--- src/rtl/regxcvr_pkg.sv ---
// Package: shared types for the registered bus transceiver.
// Assumes: enable inputs have already been converted to active-high form.
package regxcvr_pkg;

    // Direction activity of one channel, decoded from its two enables.
    typedef enum logic [1:0] {
        XMODE_ISOLATE = 2'b00,
        XMODE_A2B     = 2'b01,
        XMODE_B2A     = 2'b10,
        XMODE_BOTH    = 2'b11
    } xmode_t;

    // Combine the two active-high direction enables into a mode.
    function automatic xmode_t decode_mode(input logic ab_en, input logic ba_en);
        return xmode_t'({ba_en, ab_en});
    endfunction

endpackage

--- src/rtl/regxcvr_edge.sv ---
// Module: regxcvr_edge
// Detects a low-to-high change on a strobe that is sampled in the clk domain.
// Assumes: the strobe is synchronous to clk, or already synchronized, and each
// level lasts at least one clk cycle. After reset, the previous level is taken
// as high, so a strobe that is held high through reset produces no edge.
module regxcvr_edge (
    input  logic clk,
    input  logic rst_n,
    input  logic lvl,
    output logic rise
);

    logic lvl_q;

    // Remember the strobe level from the previous clock.
    always_ff @(posedge clk) begin
        if (!rst_n) lvl_q <= 1'b1;
        else        lvl_q <= lvl;
    end

    assign rise = lvl & ~lvl_q;

    // A single-cycle detection cannot repeat on the next clock.
    AST_EDGE_SINGLE: assert property (@(posedge clk) disable iff (!rst_n)
        rise |=> !rise);

endmodule

--- src/rtl/regxcvr_lane.sv ---
// Module: regxcvr_lane
// One channel of the transceiver. It holds the A-side and B-side capture
// registers, the previous resolved bus levels used for self-holding, and the
// live/stored source selection for each direction.
// Assumes: capture edges arrive as single-cycle pulses in the clk domain.
module regxcvr_lane
    import regxcvr_pkg::*;
#(
    parameter int unsigned CH_W = 8
) (
    input  logic            clk,
    input  logic            rst_n,
    input  logic            ab_rise,
    input  logic            ba_rise,
    input  logic            ab_en,
    input  logic            ba_en,
    input  logic            ab_sel,
    input  logic            ba_sel,
    input  logic [CH_W-1:0] a_in,
    input  logic [CH_W-1:0] b_in,
    output logic [CH_W-1:0] a_out,
    output logic [CH_W-1:0] a_oe,
    output logic [CH_W-1:0] b_out,
    output logic [CH_W-1:0] b_oe
);

    localparam logic [CH_W-1:0] ZERO = '0;

    xmode_t          mode;
    logic [CH_W-1:0] reg_a;
    logic [CH_W-1:0] reg_b;
    logic [CH_W-1:0] a_hold;
    logic [CH_W-1:0] b_hold;
    logic [CH_W-1:0] a_bus;
    logic [CH_W-1:0] b_bus;
    logic            loop_hold;

    assign mode      = decode_mode(ab_en, ba_en);
    assign loop_hold = (mode == XMODE_BOTH) && !ab_sel && !ba_sel;

    // Resolve the level on each bus from who drives it and from which source.
    always_comb begin
        a_bus = a_in;
        b_bus = b_in;
        case (mode)
            XMODE_ISOLATE: begin
                a_bus = a_in;
                b_bus = b_in;
            end
            XMODE_A2B: begin
                a_bus = a_in;
                b_bus = ab_sel ? reg_a : a_in;
            end
            XMODE_B2A: begin
                b_bus = b_in;
                a_bus = ba_sel ? reg_b : b_in;
            end
            XMODE_BOTH: begin
                if (ab_sel && ba_sel) begin
                    a_bus = reg_b;
                    b_bus = reg_a;
                end else if (ab_sel) begin
                    b_bus = reg_a;
                    a_bus = reg_a;
                end else if (ba_sel) begin
                    a_bus = reg_b;
                    b_bus = reg_b;
                end else begin
                    a_bus = a_hold;
                    b_bus = b_hold;
                end
            end
            default: begin
                a_bus = a_in;
                b_bus = b_in;
            end
        endcase
    end

    // Drive only the sides whose direction is enabled.
    always_comb begin
        a_oe  = {CH_W{ba_en}};
        b_oe  = {CH_W{ab_en}};
        a_out = ba_en ? a_bus : ZERO;
        b_out = ab_en ? b_bus : ZERO;
    end

    // Capture the resolved A bus on an A-side strobe edge.
    always_ff @(posedge clk) begin
        if (!rst_n)       reg_a <= ZERO;
        else if (ab_rise) reg_a <= a_bus;
    end

    // Capture the resolved B bus on a B-side strobe edge.
    always_ff @(posedge clk) begin
        if (!rst_n)       reg_b <= ZERO;
        else if (ba_rise) reg_b <= b_bus;
    end

    // Track the previous resolved levels that are used for self-holding.
    always_ff @(posedge clk) begin
        if (!rst_n) begin
            a_hold <= ZERO;
            b_hold <= ZERO;
        end else begin
            a_hold <= a_bus;
            b_hold <= b_bus;
        end
    end

    AST_CAPTURE_A: assert property (@(posedge clk) disable iff (!rst_n)
        ab_rise |=> reg_a == $past(a_bus));
    AST_CAPTURE_B: assert property (@(posedge clk) disable iff (!rst_n)
        ba_rise |=> reg_b == $past(b_bus));
    AST_KEEP_A: assert property (@(posedge clk) disable iff (!rst_n)
        !ab_rise |=> $stable(reg_a));
    AST_KEEP_B: assert property (@(posedge clk) disable iff (!rst_n)
        !ba_rise |=> $stable(reg_b));
    AST_LOOP_HOLD: assert property (@(posedge clk) disable iff (!rst_n)
        ($past(rst_n) && $past(loop_hold) && loop_hold) |->
            (a_out == $past(a_out) && b_out == $past(b_out)));
    AST_RESET_CLEAR: assert property (@(posedge clk) disable iff (!rst_n)
        $past(!rst_n) |-> (reg_a == ZERO && reg_b == ZERO &&
                           a_hold == ZERO && b_hold == ZERO));

endmodule

--- src/rtl/regxcvr_top.sv ---
// Module: regxcvr_top
// Registered bidirectional bus transceiver built from NUM_CH independent
// channels of CH_W bits. The three-state buses are split into input, output
// and output-enable vectors for each side.
// Assumes: all strobes and controls are synchronous to clk.
module regxcvr_top #(
    parameter int unsigned NUM_CH = 2,
    parameter int unsigned CH_W   = 8
) (
    input  logic                     clk,
    input  logic                     rst_n,
    input  logic [NUM_CH-1:0]        ab_stb,
    input  logic [NUM_CH-1:0]        ba_stb,
    input  logic [NUM_CH-1:0]        ab_sel,
    input  logic [NUM_CH-1:0]        ba_sel,
    input  logic [NUM_CH-1:0]        ab_oe,
    input  logic [NUM_CH-1:0]        ba_oe_n,
    input  logic [NUM_CH*CH_W-1:0]   a_in,
    input  logic [NUM_CH*CH_W-1:0]   b_in,
    output logic [NUM_CH*CH_W-1:0]   a_out,
    output logic [NUM_CH*CH_W-1:0]   a_oe,
    output logic [NUM_CH*CH_W-1:0]   b_out,
    output logic [NUM_CH*CH_W-1:0]   b_oe
);

    localparam int unsigned BUS_W = NUM_CH * CH_W;

    logic [NUM_CH-1:0] ab_rise;
    logic [NUM_CH-1:0] ba_rise;
    logic [NUM_CH-1:0] ab_en;
    logic [NUM_CH-1:0] ba_en;

    // Convert both enables to active-high form.
    assign ab_en = ab_oe;
    assign ba_en = ~ba_oe_n;

    for (genvar c = 0; c < NUM_CH; c++) begin : g_ch
        regxcvr_edge u_ab_edge (
            .clk  (clk),
            .rst_n(rst_n),
            .lvl  (ab_stb[c]),
            .rise (ab_rise[c])
        );

        regxcvr_edge u_ba_edge (
            .clk  (clk),
            .rst_n(rst_n),
            .lvl  (ba_stb[c]),
            .rise (ba_rise[c])
        );

        regxcvr_lane #(.CH_W(CH_W)) u_lane (
            .clk    (clk),
            .rst_n  (rst_n),
            .ab_rise(ab_rise[c]),
            .ba_rise(ba_rise[c]),
            .ab_en  (ab_en[c]),
            .ba_en  (ba_en[c]),
            .ab_sel (ab_sel[c]),
            .ba_sel (ba_sel[c]),
            .a_in   (a_in[c*CH_W +: CH_W]),
            .b_in   (b_in[c*CH_W +: CH_W]),
            .a_out  (a_out[c*CH_W +: CH_W]),
            .a_oe   (a_oe[c*CH_W +: CH_W]),
            .b_out  (b_out[c*CH_W +: CH_W]),
            .b_oe   (b_oe[c*CH_W +: CH_W])
        );

        // An isolated channel drives neither side.
        AST_ISOLATE_QUIET: assert property (@(posedge clk) disable iff (!rst_n)
            (!ab_oe[c] && ba_oe_n[c]) |->
                (a_oe[c*CH_W +: CH_W] == '0 && b_oe[c*CH_W +: CH_W] == '0 &&
                 a_out[c*CH_W +: CH_W] == '0 && b_out[c*CH_W +: CH_W] == '0));
    end

    // A side without drive always presents zero data.
    AST_NO_DRIVE_ZERO: assert property (@(posedge clk) disable iff (!rst_n)
        ((a_out & ~a_oe) == '0) && ((b_out & ~b_oe) == '0));

    initial begin
        if (BUS_W == 0) $display("regxcvr_top: zero-width bus");
    end

endmodule

--- config.mk ---
export PLATFORM = sky130hd
export DESIGN_NAME = regxcvr_top
export DESIGN_NICKNAME = d
export VERILOG_FILES = /design/src/rtl/regxcvr_pkg.sv /design/src/rtl/regxcvr_edge.sv /design/src/rtl/regxcvr_lane.sv /design/src/rtl/regxcvr_top.sv
export SDC_FILE = /design/constraint.sdc
export NUM_CORES = 1
export LEC_CHECK = 0
export BUFFER_PORTS_ARGS = -buffer_cell sky130_fd_sc_hd__buf_2
export CAP_MARGIN = 20
export CORE_MARGIN = 3
export CORE_UTILIZATION = 45
export DETAILED_ROUTE_END_ITERATION = 8
export PLACE_DENSITY = 0.69
export SLEW_MARGIN = 20
export SYNTH_ARGS = -nofsm -noshare
export SYNTH_HDL_FRONTEND = slang
export SYNTH_SLANG_ARGS = --single-unit
--- constraint.sdc ---
create_clock -name clk -period 2.01 [get_ports clk]
set_clock_uncertainty 0.15 [all_clocks]
set_input_delay 0.402 -clock clk [delete_from_list [all_inputs] [get_ports clk]]
set_output_delay 0.402 -clock clk [all_outputs]
set_load 0.02 [all_outputs]
# Word-level counts from Yosys, hierarchy flattened
# Cells that the tools add are included.
dict set report totals {
  ff_bits 68
  latch_bits 0
  mem_bits_rw 0
  mem_bits_ro 0
  in_bits 46
  word_cells 59
  n_memories 0
}
dict set report op_classes {
  n_addsub 0
  n_mul 0
  div_mod_pow 0
  magnitude_cmp 0
  n_eq_ne 6
  shifts 0
  mux 24
  n_bitwise 9
  n_reduce_logical 8
}
# cell count
set op_table {}
lappend op_table {{two-way mux 8 bit} 20}
lappend op_table {{one-hot mux 8 bit (3 select lines)} 4}
lappend op_table {{== test 2 bit, second input constant} 4}
lappend op_table {{OR reduction 2 bit} 4}
lappend op_table {{bitwise AND 1 bit} 4}
lappend op_table {{== test 2 x 1 -> 1 bit, second input constant} 2}
lappend op_table {{logical NOT 2 bit} 2}
lappend op_table {{inverter 1 bit} 4}
lappend op_table {{logical AND 1 bit} 2}
lappend op_table {{inverter 2 bit} 1}

# Longest topological paths before layout
dict set report depth {
  depth_word 5
  depth_mapped 5
  depth_no_buf 3
}

# By module
# From an unflattened synthesis, not the netlist that was laid out.
dict set report unflattened {
  hier_cells 476
  hier_area_um2 4479.3
}
# mod instances cells_each area_per_inst_um2 seq_area_each_um2
set by_module_without_submodules {}
lappend by_module_without_submodules {regxcvr_lane 2 231 2155.8 640.6}
lappend by_module_without_submodules {regxcvr_edge 4 3 40.0 20.0}
lappend by_module_without_submodules {regxcvr_top 1 2 7.5 0.0}

# Least setup slack after synthesis
# OpenSTA, ideal clock, no wires.
dict set report synth_path {
  path_type {in2out}
  start {in ba_sel[1]}
  end {out b_out[11]}
  t_arrival_ns 1.285
  setup_slack_ns 0.173
  path_stages 5
  n_path_buf 2
  path_cell_list {buf_6 buf_12 mux2_4 o211ai_4 nand2_1}
}
dict set report synth_via {
  elab_chain_cells 5
}
# item line_no
set synth_lines {}
lappend synth_lines {{start: declaration} regxcvr_top.sv:15} ;# input logic [NUM_CH-1:0] ba_sel,
lappend synth_lines {{two-way mux 8 bit} regxcvr_lane.sv:65} ;# end else if (ba_sel) begin
lappend synth_lines {{two-way mux 8 bit} regxcvr_lane.sv:62} ;# end else if (ab_sel) begin
lappend synth_lines {{two-way mux 8 bit *} regxcvr_lane.sv:59} ;# if (ab_sel && ba_sel) begin
lappend synth_lines {{one-hot mux 8 bit (3 select lines) *} regxcvr_lane.sv:45} ;# case (mode)
lappend synth_lines {{two-way mux 8 bit *} regxcvr_lane.sv:85} ;# b_out = ab_en ? b_bus : ZERO;
lappend synth_lines {{end: declaration} regxcvr_top.sv:22} ;# output logic [NUM_CH*CH_W-1:0] b_out,
# Every way passes the cells marked *; elsewhere a longest branch is shown, timed or not.

# Worst setup path after layout
dict set report layout_path {
  start {in ba_sel[1]}
  end {out b_out[14]}
}
# Same word-level chain as after synthesis.

==> out/qor.txt <==
========================================================================================
Data required, critical path                                                     1.46 ns
Launching element type of the critical path                                 primary input
FF-to-FF setup slack                                                             0.56 ns
End of the worst register-to-register path                                  g_ch[1].u_lane.reg_a[0]
Sequential Area                                                             0.00137 sq mm
Cell variety after synth                                                              24
Kind of end point of the critical path                                       output port
Cell chosen for the clock root                                              sky130_fd_sc_hd__clkbuf_8
Highest-count cells in the layout ignoring fill and taps                    sky130_fd_sc_hd__buf_2 (97), sky130_fd_sc_hd__buf_4 (86), sky130_fd_sc_hd__nand2_1 (79)
Number of nets in the layout                                                         671
Power density relative to cell area                                          592 mW/mm^2
Worst Hold Margin                                                              0.0992 ns
Die Height                                                                   105 microns
Highest net fanout along the worst path                                                6
Count of port buffers added during placement                                         109
WL per Instance                                                             16.8 microns
Setup slack after placement                                                   -0.0729 ns
Switching power total                                                            1070 uW
Overflow left after global routing                                                     0
Die area                                                                    0.0110 sq mm
Overall power after layout                                                       3470 uW
Deepest clock path buffer count                                                        2
Placed Area                                                                 0.00527 sq mm
CTS tree                                                                             yes
Slew Limit Headroom                                                                70.9%
Arrival time of the worst setup path                                             1.48 ns
Initial Utilization                                                                47.1%
Post-route setup TNS                                                          -0.0260 ns
Leak Pwr                                                                      0.00273 uW
Endpoints failing hold                                                                 0
Diode count                                                                            0
Insertion delay to the later sink of the worst-skew pair                         0.35 ns
Synthesized area per cell                                                     9.30 sq um
Achievable frequency                                                             491 MHz
Syn. warnings                                                                          0
Most common library cell in the layout ignoring fill and taps               sky130_fd_sc_hd__buf_2
Area of the mapped netlist                                                  0.00441 sq mm
Number of antenna violations at the first check in global routing                      0
Maximum capacitance violations                                                         0
Combined area of the multi-input logic cells                                0.00262 sq mm
Fin crit period                                                                  2.04 ns
Number of buffers created by CTS                                                       9
Number of slew-limit violations in the final report                                    0
Internal Dissipation                                                             2400 uW
Number of cell instances on the worst register-to-register path                        5
Worst hold path stage count                                                            2
Result of the run                                                           finished, violations left
Peak VDD IR                                                                       323 uV
Post-synthesis to final-layout area growth                                         33.0%
Synthesis-stage register bit count                                                    68
Hold Path Origin                                                               ba_stb[0]
Crit share post-route                                                               101%
Post-Synthesis Net Count                                                             520
Slew of the pin with the lowest slew margin                                     0.437 ns
First-pass DRT Iterations                                                              5
Critical path class                                                            in -> out
Synthesized instance count                                                           474
Clock tree sinks                                                                      68
Vias per cell                                                                       5.48
Register clock-pin slew on the reported worst setup and hold paths               0.07 ns
Global-route usage over all layers                                                 21.6%
Clock power share                                                                  29.7%
End point of the worst hold path                                            g_ch[0].u_ba_edge.lvl_q
Post-synth EDFFs                                                                       0
First DRT Iteration DRCs                                                             194
Path category of the worst min-delay check                                     in -> reg
Fraction of layout cells with a size suffix above 1                                51.5%
Proportion of power drawn by flip-flops and latches                                42.5%
DIE WIDTH                                                                    105 microns
Part of the Yosys area used for sequential elements                                30.9%
Final-layout fill cell count                                                         792
Combinational share of power                                                       27.8%
Switching share of power                                                           30.8%
Wire length of the first global-routing pass                                19600 microns
H-tree depth                                                                           3
Largest net degree at the start of global routing                                     33
Total Wirelength                                                            12700 microns
Number of global-route vias before repair                                           4008
Global placer's final weighted congestion                                          0.851
Violated checks                                                             setup timing
Launch instance of the worst register-to-register path                      g_ch[1].u_lane.reg_a[0]
Post-route design area                                                      0.00587 sq mm
Top-level port count                                                                 110
Count of nets left with antenna violations after detail routing                        0
Post-synth top flop                                                         sky130_fd_sc_hd__dfxtp_1
Core area                                                                   0.00937 sq mm
Core Rows                                                                             35
Final-report setup violation count                                                     1
Residual DRC                                                                           0
Setup WS post-layout                                                          -0.0260 ns
Via count of the routed design                                                      4151
Proportion of synthesized flip-flops having asynchronous set or reset                 0%
RSZ-0062 raised after global routing                                                 yes
Total half-perimeter wirelength after legalization and detailed placement   8550 microns
========================================================================================
## critical path, cell delays in order
cell,delay [ns]
sky130_fd_sc_hd__buf_6,0.15
sky130_fd_sc_hd__buf_12,0.15
sky130_fd_sc_hd__mux2_4,0.32
sky130_fd_sc_hd__o211ai_4,0.18
sky130_fd_sc_hd__nand2_1,0.11
sky130_fd_sc_hd__buf_2,0.17
## metal layers
layer	wire length [microns]	share of wire (%)	GRT usage, %	vias up
li1	-	-	-	1994
met1	5820	46	29.3	1982
met2	5960	47	33.8	151
met3	757	5.9	4.82	24
met4	212	1.7	7.59	0
met5	0	0	0	-
## metrics by stage
stage,util [%],instances
2_1_floorplan,-,474
3_3_place_gp,56.3,723
3_5_place_dp,56.3,723
4_1_cts,59.0,740
5_1_grt,62.6,758
6_report,62.6,758
## Yosys cell counts (9+ instances only)
master                     instances  share of area, %
sky130_fd_sc_hd__mux2_4           24               8.2
sky130_fd_sc_hd__o211ai_2         22               6.2
sky130_fd_sc_hd__a41oi_1          30               6.0
sky130_fd_sc_hd__dfxtp_1          68                31
sky130_fd_sc_hd__nand2_1          80               6.8
sky130_fd_sc_hd__buf_4            41               7.0
sky130_fd_sc_hd__nand2b_1         51               7.2
sky130_fd_sc_hd__buf_2             9               1.0
sky130_fd_sc_hd__o21ai_0          27               3.1
sky130_fd_sc_hd__mux2_2           40                10
sky130_fd_sc_hd__buf_6             9               2.3
sky130_fd_sc_hd__a31oi_1          32               4.5
## how the worst max path moves through the flow
stage                   start        end  cells past startpoint
floorplan           ba_sel[1]  b_out[11]                      5
global placement    ab_sel[0]   a_out[2]                      6
detailed placement  ab_sel[0]   a_out[5]                      6
CTS                 ba_sel[1]  b_out[14]                      6
global route        ba_sel[1]  b_out[14]                      6
finish              ba_sel[1]  b_out[14]                      6
## final cells by class
class                           instances  share of cell area, %
Clock inverter                          2                  0.171
Inverter                                3                  0.192
Sequential cell                        68                   23.4
Timing Repair Buffer                  209                   26.2
Multi-Input combinational cell        334                   44.6
Tap cell                              129                   2.75
Clock buffer                           13                   2.71
## cell families after synthesis
family | Yosys count | synth area share, %
AO/OA/AOI/OAI | 128 | 23.4
buffers and inverters | 72 | 11.8
multiplexers | 64 | 18.4
flip-flops | 68 | 30.9
AND/OR/NAND/NOR | 142 | 15.5
## power groups by stage
stage,Combinational [uW],Clock (uW),Sequential (uW)
floorplan,607,0,1490
global placement,838,0,1500
detailed placement,852,0,1500
CTS,880,1060,1470
global route,1030,1110,1490
finish,964,1030,1480
## flip-flops by register name, summed over array words and instances (netlist names)
signal,count
g_ch.u_lane.reg_b,16
g_ch.u_ab_edge.lvl_q,2
g_ch.u_lane.a_hold,16
g_ch.u_lane.b_hold,16
g_ch.u_lane.reg_a,16
g_ch.u_ba_edge.lvl_q,2
## timing repair
action | CTS | global route
setup endpoints to repair | 18 | 26
setup buffers | 0 | 16
resized for setup | 7 | 48
cloned | 2 | 2
pin swaps | 0 | 17
hold buffers | 0 | 0
Power figures use the tool's default switching activity.
